File: src/rtl/dbk_pkg.sv
package dbk_pkg;
    typedef enum logic [2:0] {
        K_NOP   = 3'd0,
        K_LOAD  = 3'd1,
        K_STORE = 3'd2,
        K_MOVE  = 3'd3,
        K_CMPZ  = 3'd4,
        K_CALC  = 3'd5
    } uop_kind_e;

    typedef enum logic [1:0] {
        A_ADD = 2'd0,
        A_SUB = 2'd1,
        A_MUL = 2'd2
    } alu_op_e;

    typedef enum logic [1:0] {
        ST_IDLE = 2'd0,
        ST_EXEC = 2'd1,
        ST_MUL  = 2'd2
    } ctl_state_e;

    localparam int NUM_BANKS = 2;
endpackage

File: src/rtl/dbk_bank.sv
module dbk_bank #(
    parameter int W  = 8,
    parameter int AW = 5
) (
    input  logic          clk,
    input  logic          we,
    input  logic [AW-1:0] waddr,
    input  logic [W-1:0]  wdata,
    input  logic [AW-1:0] raddr_a,
    input  logic [AW-1:0] raddr_b,
    output logic [W-1:0]  rdata_a,
    output logic [W-1:0]  rdata_b
);
    localparam int DEPTH = 1 << AW;

    logic [W-1:0] mem [DEPTH];

    always_ff @(posedge clk) begin
        if (we) mem[waddr] <= wdata;
        rdata_a <= mem[raddr_a];
        rdata_b <= mem[raddr_b];
    end
endmodule

File: src/rtl/dbk_addsub.sv
module dbk_addsub #(
    parameter int             W       = 8,
    parameter logic [W-1:0]   MODULUS = W'(251)
) (
    input  logic [W-1:0] a,
    input  logic [W-1:0] b,
    input  logic         sub,
    output logic [W-1:0] r
);
    logic [W:0] sum;
    logic [W:0] diff;
    logic [W:0] sum_red;
    logic [W:0] diff_fix;

    always_comb begin
        sum      = {1'b0, a} + {1'b0, b};
        diff     = {1'b0, a} - {1'b0, b};
        sum_red  = sum - {1'b0, MODULUS};
        diff_fix = diff + {1'b0, MODULUS};
        if (sub)
            r = diff[W] ? diff_fix[W-1:0] : diff[W-1:0];
        else
            r = (sum >= {1'b0, MODULUS}) ? sum_red[W-1:0] : sum[W-1:0];
    end
endmodule

File: src/rtl/dbk_mulseq.sv
module dbk_mulseq #(
    parameter int             W       = 8,
    parameter logic [W-1:0]   MODULUS = W'(251)
) (
    input  logic         clk,
    input  logic         rst,
    input  logic         start,
    input  logic [W-1:0] a,
    input  logic [W-1:0] b,
    output logic         done,
    output logic [W-1:0] res
);
    localparam int CW = $clog2(W + 1);

    logic [W-1:0]  acc, ma, mb;
    logic [CW-1:0] cnt;
    logic          active;
    logic [W-1:0]  dbl, plus;

    dbk_addsub #(.W(W), .MODULUS(MODULUS)) u_dbl (
        .a(acc), .b(acc), .sub(1'b0), .r(dbl)
    );
    dbk_addsub #(.W(W), .MODULUS(MODULUS)) u_plus (
        .a(dbl), .b(ma), .sub(1'b0), .r(plus)
    );

    always_ff @(posedge clk) begin
        if (rst) begin
            active <= 1'b0;
            cnt    <= '0;
            acc    <= '0;
            ma     <= '0;
            mb     <= '0;
        end else if (start) begin
            active <= 1'b1;
            cnt    <= CW'(W);
            acc    <= '0;
            ma     <= a;
            mb     <= b;
        end else if (active) begin
            if (cnt != '0) begin
                acc <= mb[W-1] ? plus : dbl;
                mb  <= mb << 1;
                cnt <= cnt - 1'b1;
            end else begin
                active <= 1'b0;
            end
        end
    end

    assign done = active && (cnt == '0);
    assign res  = acc;
endmodule

File: src/rtl/dual_bank_datapath.sv
module dual_bank_datapath
    import dbk_pkg::*;
#(
    parameter int             W       = 8,
    parameter int             AW      = 5,
    parameter logic [W-1:0]   MODULUS = W'(251)
) (
    input  logic          clk,
    input  logic          rst,
    input  logic          uop_valid,
    input  logic [2:0]    uop_kind,
    input  logic [1:0]    alu_op,
    input  logic          src_bank,
    input  logic [AW-1:0] src_a,
    input  logic [AW-1:0] src_b,
    input  logic          dst_bank,
    input  logic [AW-1:0] dst_slot,
    input  logic [W-1:0]  ext_wdata,
    output logic [W-1:0]  ext_rdata,
    output logic          rdata_valid,
    output logic          busy,
    output logic          zero_flag,
    output logic          err
);
    ctl_state_e    state;
    uop_kind_e     cur_kind;
    alu_op_e       cur_op;
    logic          cur_src, cur_dst;
    logic [AW-1:0] cur_slot;
    logic [W-1:0]  cur_wdata;

    logic [W-1:0]  rd_a [NUM_BANKS];
    logic [W-1:0]  rd_b [NUM_BANKS];
    logic          bank_we [NUM_BANKS];

    logic          wr_en, wr_bank;
    logic [AW-1:0] wr_slot;
    logic [W-1:0]  wr_data;
    logic [W-1:0]  opa, opb, as_res, mul_res;
    logic          mul_start, mul_done, accept;

    assign accept = uop_valid && (state == ST_IDLE);
    assign busy   = (state != ST_IDLE);

    for (genvar g = 0; g < NUM_BANKS; g++) begin : g_bank
        assign bank_we[g] = wr_en && (wr_bank == 1'(g));
        dbk_bank #(.W(W), .AW(AW)) u_bank (
            .clk(clk), .we(bank_we[g]), .waddr(wr_slot), .wdata(wr_data),
            .raddr_a(src_a), .raddr_b(src_b),
            .rdata_a(rd_a[g]), .rdata_b(rd_b[g])
        );
    end

    assign opa = cur_src ? rd_a[1] : rd_a[0];
    assign opb = cur_src ? rd_b[1] : rd_b[0];

    dbk_addsub #(.W(W), .MODULUS(MODULUS)) u_addsub (
        .a(opa), .b(opb), .sub(cur_op == A_SUB), .r(as_res)
    );

    assign mul_start = (state == ST_EXEC) && (cur_kind == K_CALC) && (cur_op == A_MUL);

    dbk_mulseq #(.W(W), .MODULUS(MODULUS)) u_mul (
        .clk(clk), .rst(rst), .start(mul_start), .a(opa), .b(opb),
        .done(mul_done), .res(mul_res)
    );

    always_comb begin
        wr_en   = 1'b0;
        wr_bank = cur_dst;
        wr_slot = cur_slot;
        wr_data = cur_wdata;
        if (state == ST_EXEC) begin
            case (cur_kind)
                K_LOAD: wr_en = 1'b1;
                K_MOVE: begin
                    wr_en   = 1'b1;
                    wr_data = opa;
                end
                K_CALC: if (cur_op != A_MUL) begin
                    wr_en   = 1'b1;
                    wr_bank = ~cur_src;
                    wr_data = as_res;
                end
                default: ;
            endcase
        end else if (state == ST_MUL && mul_done) begin
            wr_en   = 1'b1;
            wr_bank = ~cur_src;
            wr_data = mul_res;
        end
    end

    always_ff @(posedge clk) begin
        if (rst) begin
            state       <= ST_IDLE;
            cur_kind    <= K_NOP;
            cur_op      <= A_ADD;
            cur_src     <= 1'b0;
            cur_dst     <= 1'b0;
            cur_slot    <= '0;
            cur_wdata   <= '0;
            ext_rdata   <= '0;
            rdata_valid <= 1'b0;
            zero_flag   <= 1'b0;
            err         <= 1'b0;
        end else begin
            err         <= uop_valid && busy;
            rdata_valid <= 1'b0;
            case (state)
                ST_IDLE: if (accept) begin
                    state     <= ST_EXEC;
                    cur_kind  <= uop_kind_e'(uop_kind);
                    cur_op    <= alu_op_e'(alu_op);
                    cur_src   <= src_bank;
                    cur_dst   <= dst_bank;
                    cur_slot  <= dst_slot;
                    cur_wdata <= ext_wdata;
                end
                ST_EXEC: begin
                    state <= mul_start ? ST_MUL : ST_IDLE;
                    if (cur_kind == K_STORE) begin
                        ext_rdata   <= opa;
                        rdata_valid <= 1'b1;
                    end
                    if (cur_kind == K_CMPZ)
                        zero_flag <= (opa == '0);
                end
                ST_MUL: if (mul_done) state <= ST_IDLE;
                default: state <= ST_IDLE;
            endcase
        end
    end
endmodule

File: config.mk
export PLATFORM = sky130hd
export DESIGN_NAME = dual_bank_datapath
export DESIGN_NICKNAME = d
export VERILOG_FILES = /design/src/rtl/dbk_pkg.sv /design/src/rtl/dbk_bank.sv /design/src/rtl/dbk_addsub.sv /design/src/rtl/dbk_mulseq.sv /design/src/rtl/dual_bank_datapath.sv
export SDC_FILE = /design/constraint.sdc
export NUM_CORES = 1
export LEC_CHECK = 0
export BUFFER_PORTS_ARGS = -buffer_cell sky130_fd_sc_hd__buf_2
export CELL_PAD_IN_SITES_DETAIL_PLACEMENT = 2
export CELL_PAD_IN_SITES_GLOBAL_PLACEMENT = 2
export CORE_MARGIN = 1
export CORE_UTILIZATION = 49
export CTS_CLUSTER_DIAMETER = 100
export CTS_CLUSTER_SIZE = 16
export DETAILED_ROUTE_END_ITERATION = 10
export GPL_TIMING_DRIVEN = 0
export PLACE_DENSITY_LB_ADDON = 0.2
export SLEW_MARGIN = 20
export SYNTH_ARGS = -nofsm -noshare
export SYNTH_HDL_FRONTEND = slang
export SYNTH_SLANG_ARGS = --single-unit
export TNS_END_PERCENT = 100
File: constraint.sdc
create_clock -name clk -period 8.1 [get_ports clk]
set_input_delay 0.81 -clock clk [delete_from_list [all_inputs] [get_ports clk]]
set_output_delay 0.81 -clock clk [all_outputs]
set_load 0.005 [all_outputs]
==> run summary <==
The flow ran to the end, but the final reports show violations. The final reports fail on DRC. Post-CTS timing repair inserted 0 buffers for setup. Measured in cells, the most critical reg-to-reg path has a length of 17.

The worst path meets setup with 1.62 ns of slack. The cell area that synthesis handed to floorplanning was 0.0294 mm2. The die covers 0.0610 mm2. The min-delay analysis places its worst path in the category input pin to register. The post-cts repair resize count is 0, and the y dimension of the die is 247 um.

The leakage power total is 10.2 nW. Summing all non-filler instances in the final layout gives an area of 0.0323 mm2. The share of flip-flops with an asynchronous set or reset is 0, and the sink count of the clock tree is 606.

In the synthesized netlist the dominant register cell turns out to be edfxtp_1. Setup violations remaining at the end of the flow were counted as 0. The clock latency at the later pin of the worst-skew pair was 0.63 ns; the row count was 89. The worst hold path terminates at cur_wdata[3]. The x dimension of the die is 247 um. Max-cap violations in this run came to 0. The via count of the first global-routing pass was 19800; the clock tree buffer depth was 3. In this run the count of I/O pins placed on the die edge is 45. Entering global routing, the biggest net connects 49 pins. VDD sags by at most 0.195 mV. The fraction of the cycle the final worst path needs works out to 0.800. The post-place instance area came out at 0.0310 mm2. The run gives 11 as the number of antenna violations at the first check in global routing. The tree is rooted in a clkbuf_16.

The core area was 0.0591 mm2. For the final database, setup skew stands at 0.0263 ns. The detailed router placed 18700 vias in this run.

Synthesis handed over a netlist of 1743 instances. In the final routed layout, each cell accounts on average for 38.6 um. The count of filler cells inserted in the layout is 5073, and the total wire length after detailed routing is 102000 um. Power comes to 6.76 mW. The run gives 0 as the number of routed nets with antenna violations. The clock edge transition at the registers on the reported setup and hold paths works out to 0.08 ns. The run gives 0.197 as the worst relative slew slack.

The average instance area after synthesis came out at 16.9 um2. The worst setup path is captured at a register. For the hold buffer count at cts, the log shows 0. Start point of the worst min-delay path: ext_wdata[3]. The tools report the reg2reg setup slack as 1.62 ns. For the finished layout, the period the worst path requires is 6.48 ns. The H-tree was split into 2 levels.

After synthesis, the netlist uses 84 different library cells. Total count of max-transition violations in the final report: 0. The share of the yosys chip area belonging to registers is 0.586. The count of cells along the worst hold path came out at 3. TritonCTS built the clock tree. Initial detailed-routing violation count: 2243. Clock tree synthesis inserted a total of 43 buffers.

After routing, the total negative slack on setup checks comes to 0 ns. The largest fanout of any net on the critical path works out to 14. At the pin with the least slew margin, the transition time is 1.20 ns. Detailed placement finished with a half-perimeter wire length of 75700 um. The run gives 0 as the warning count from the yosys run. Routability-driven placement finished with a final weighted congestion of 0.929. The setup slack after placement is 1.91 ns. The register bit count reported by yosys was 606; the number of enable-type register cells in the synthesized netlist was 512. From synthesis to final layout, the design area changed by 9.86%. The first global-routing pass estimated 146000 um of wire. The final core utilization came out at 0.547. Setup repair after global routing left no endpoint under its margin. For this run, the post-layout net count is 1911.

Synthesis produced a netlist with a net count of 1808. The logs give 0 for the final number of hold-violating endpoints and 8 for the number of iterations in the first detailed-routing pass. For the data arrival time of the critical path, the log shows 6.95 ns. The number of input and output port buffers inserted was 35; the routed via count divided by cell count was 7.07. The tools report the post-route DRC violation count as 20. Timing would allow up to 154 MHz.

The fraction of layout cells with a size suffix above 1 works out to 0.293. After global routing the overflow that remains totals 0. The worst register-to-register path ends at g_bank[0].u_bank.mem[9][7].

The critical path launch point type is a register. The effective utilization at floorplan was 0.498; the power per cell area was 209 mW/mm2. The critical path is of the register to register type. For the overall track demand over capacity in global routing, the log shows 0.344. The run gives 8.57 ns as the endpoint required time on the critical path. The startpoint identified for the worst register-to-register timing path is cur_src.
==> logic make-up after synthesis <==
logic type,share of synthesized area
buffers and inverters,0.0216
AO/OA/AOI/OAI,0.0471
multiplexers,0.267
adder cells (fa/ha/maj),0.0144
flip-flops,0.586
XOR/XNOR,0.00816
AND/OR/NAND/NOR,0.0558
==> report_power, final <==
part	switching, mW	internal [mW]	leakage, nW
clock	1.10	1.04	0.599
sequential	0.0193	3.45	5.44
combinational	0.732	0.421	4.19
total	1.85	4.91	10.2
==> how the worst max path moves through the flow <==
stage | from | end | slack [ns] | cells past startpoint
finish | cur_src | g_bank[0].u_bank.mem[9][7] | 1.62 | 17
global route | cur_src | g_bank[0].u_bank.mem[11][7] | 1.45 | 17
CTS | cur_src | g_bank[0].u_bank.mem[9][7] | 1.80 | 17
detailed placement | cur_src | g_bank[0].u_bank.mem[10][7] | 1.91 | 17
global placement | cur_src | g_bank[0].u_bank.mem[16][1] | -3.30 | 12
floorplan | cur_src | g_bank[0].u_bank.mem[0][1] | 1.18 | 12
==> state kept, by name, indices dropped and copies added (netlist names), 2 cells and up <==
signal and flops:
ext_rdata 8, cur_op 2, g_bank.u_bank.mem 512, cur_slot 5, cur_wdata 8, u_mul.cnt 4, g_bank.u_bank.rdata_a 16, u_mul.mb 8
u_mul.res 8, g_bank.u_bank.rdata_b 16, cur_kind 3, state 2, u_mul.ma 8
==> worst max-delay path, cell delays in order, from the launching register on <==
cell,delay [ns]
dfxtp_1,0.44
buf_1,0.68
clkbuf_1,0.62
mux2_2,0.35
ha_1,0.18
inv_1,0.07
fa_1,0.44
a21oi_1,0.36
o311ai_1,0.24
a21oi_4,0.31
o2111ai_1,0.25
nor3b_2,0.26
xnor3_1,0.39
o211ai_1,0.79
buf_4,0.34
buf_4,0.21
buf_4,0.21
buf_4,0.20
==> layout make-up <==
cell class | instances | area (um2) | share of cell area
sequential | 606 | 17300 | 0.534
inverter | 38 | 145 | 0.00449
timing repair buffer | 58 | 549 | 0.0170
tap | 773 | 967 | 0.0299
multi-input combinational | 985 | 11700 | 0.361
clock buffer | 69 | 1230 | 0.0379
buffer | 114 | 494 | 0.0153
clock inverter | 1 | 20.0 | 0.000619
antenna | 2 | 5.00 | 0.000155
==> per-stage QoR <==
step / std cells / hold slack [ns]
5_1_grt: 2644 / 0.449
4_1_cts: 2644 / 0.418
6_report: 2646 / 0.442
3_5_place_dp: 2574 / 0.473
3_3_place_gp: 2551 / 0.458
2_1_floorplan: 1743 / 0.433
==> cell usage in the layout (no fill, tap or decap), types with 5 or more instances in the layout <==
cell / n
edfxtp_1: 512
mux4_2: 320
nor2_1: 120
nand2_1: 97
dfxtp_1: 94
clkbuf_1: 89
buf_2: 63
a21oi_1: 49
clkbuf_16: 45
mux2_2: 44
inv_1: 35
ha_1: 29
nand3_1: 25
o21ai_0: 23
a211oi_1: 21
xnor2_1: 17
nor3_1: 17
a31oi_1: 14
mux2i_1: 13
nand2b_1: 13
nor2_2: 13
buf_1: 11
nor2b_1: 11
buf_4: 10
a311oi_1: 10
a21o_1: 9
nand4_1: 8
o211ai_1: 8
or3_1: 8
o21ai_1: 7
buf_16: 7
xor2_1: 6
nand3b_1: 6
and2_1: 5
buf_6: 5
buf_8: 5
==> Yosys cell counts (4+ instances only) <==
cell / instances / share of area
buf_2: 28 / 0.0048
nand3_1: 26 / 0.0044
o2111ai_1: 4 / 0.0012
edfxtp_1: 512 / 0.52
a21o_1: 9 / 0.0023
xor2_1: 6 / 0.0018
nor3_1: 18 / 0.0031
a211oi_1: 22 / 0.0056
xnor2_1: 17 / 0.0051
a31oi_1: 16 / 0.0034
and3_1: 4 / 0.00085
o21ai_1: 7 / 0.0012
mux2i_1: 13 / 0.0044
clkbuf_1: 68 / 0.0087
buf_1: 13 / 0.0017
ha_1: 29 / 0.012
mux2_2: 44 / 0.017
o21ai_0: 23 / 0.0039
nand3b_1: 6 / 0.0015
a311oi_1: 10 / 0.0030
nand2_1: 97 / 0.012
and2_1: 5 / 0.0011
dfxtp_1: 94 / 0.064
nand2b_1: 13 / 0.0028
nor2b_1: 11 / 0.0023
nand4_1: 8 / 0.0017
nor2_1: 133 / 0.017
or3_1: 8 / 0.0017
inv_1: 35 / 0.0045
o31ai_1: 4 / 0.0010
a21oi_1: 49 / 0.0083
o211ai_1: 8 / 0.0020
mux4_2: 320 / 0.24
==> per-layer routing <==
layer  up-vias  GRT usage  routed length (um)
li1       7356          -                   -
met4        12      0.140                4210
met3       216     0.0634                9180
met5         -          0                  79
met1     10000      0.469               39500
met2      1086      0.549               49200
No activity file was read; power rests on OpenSTA's default activity.
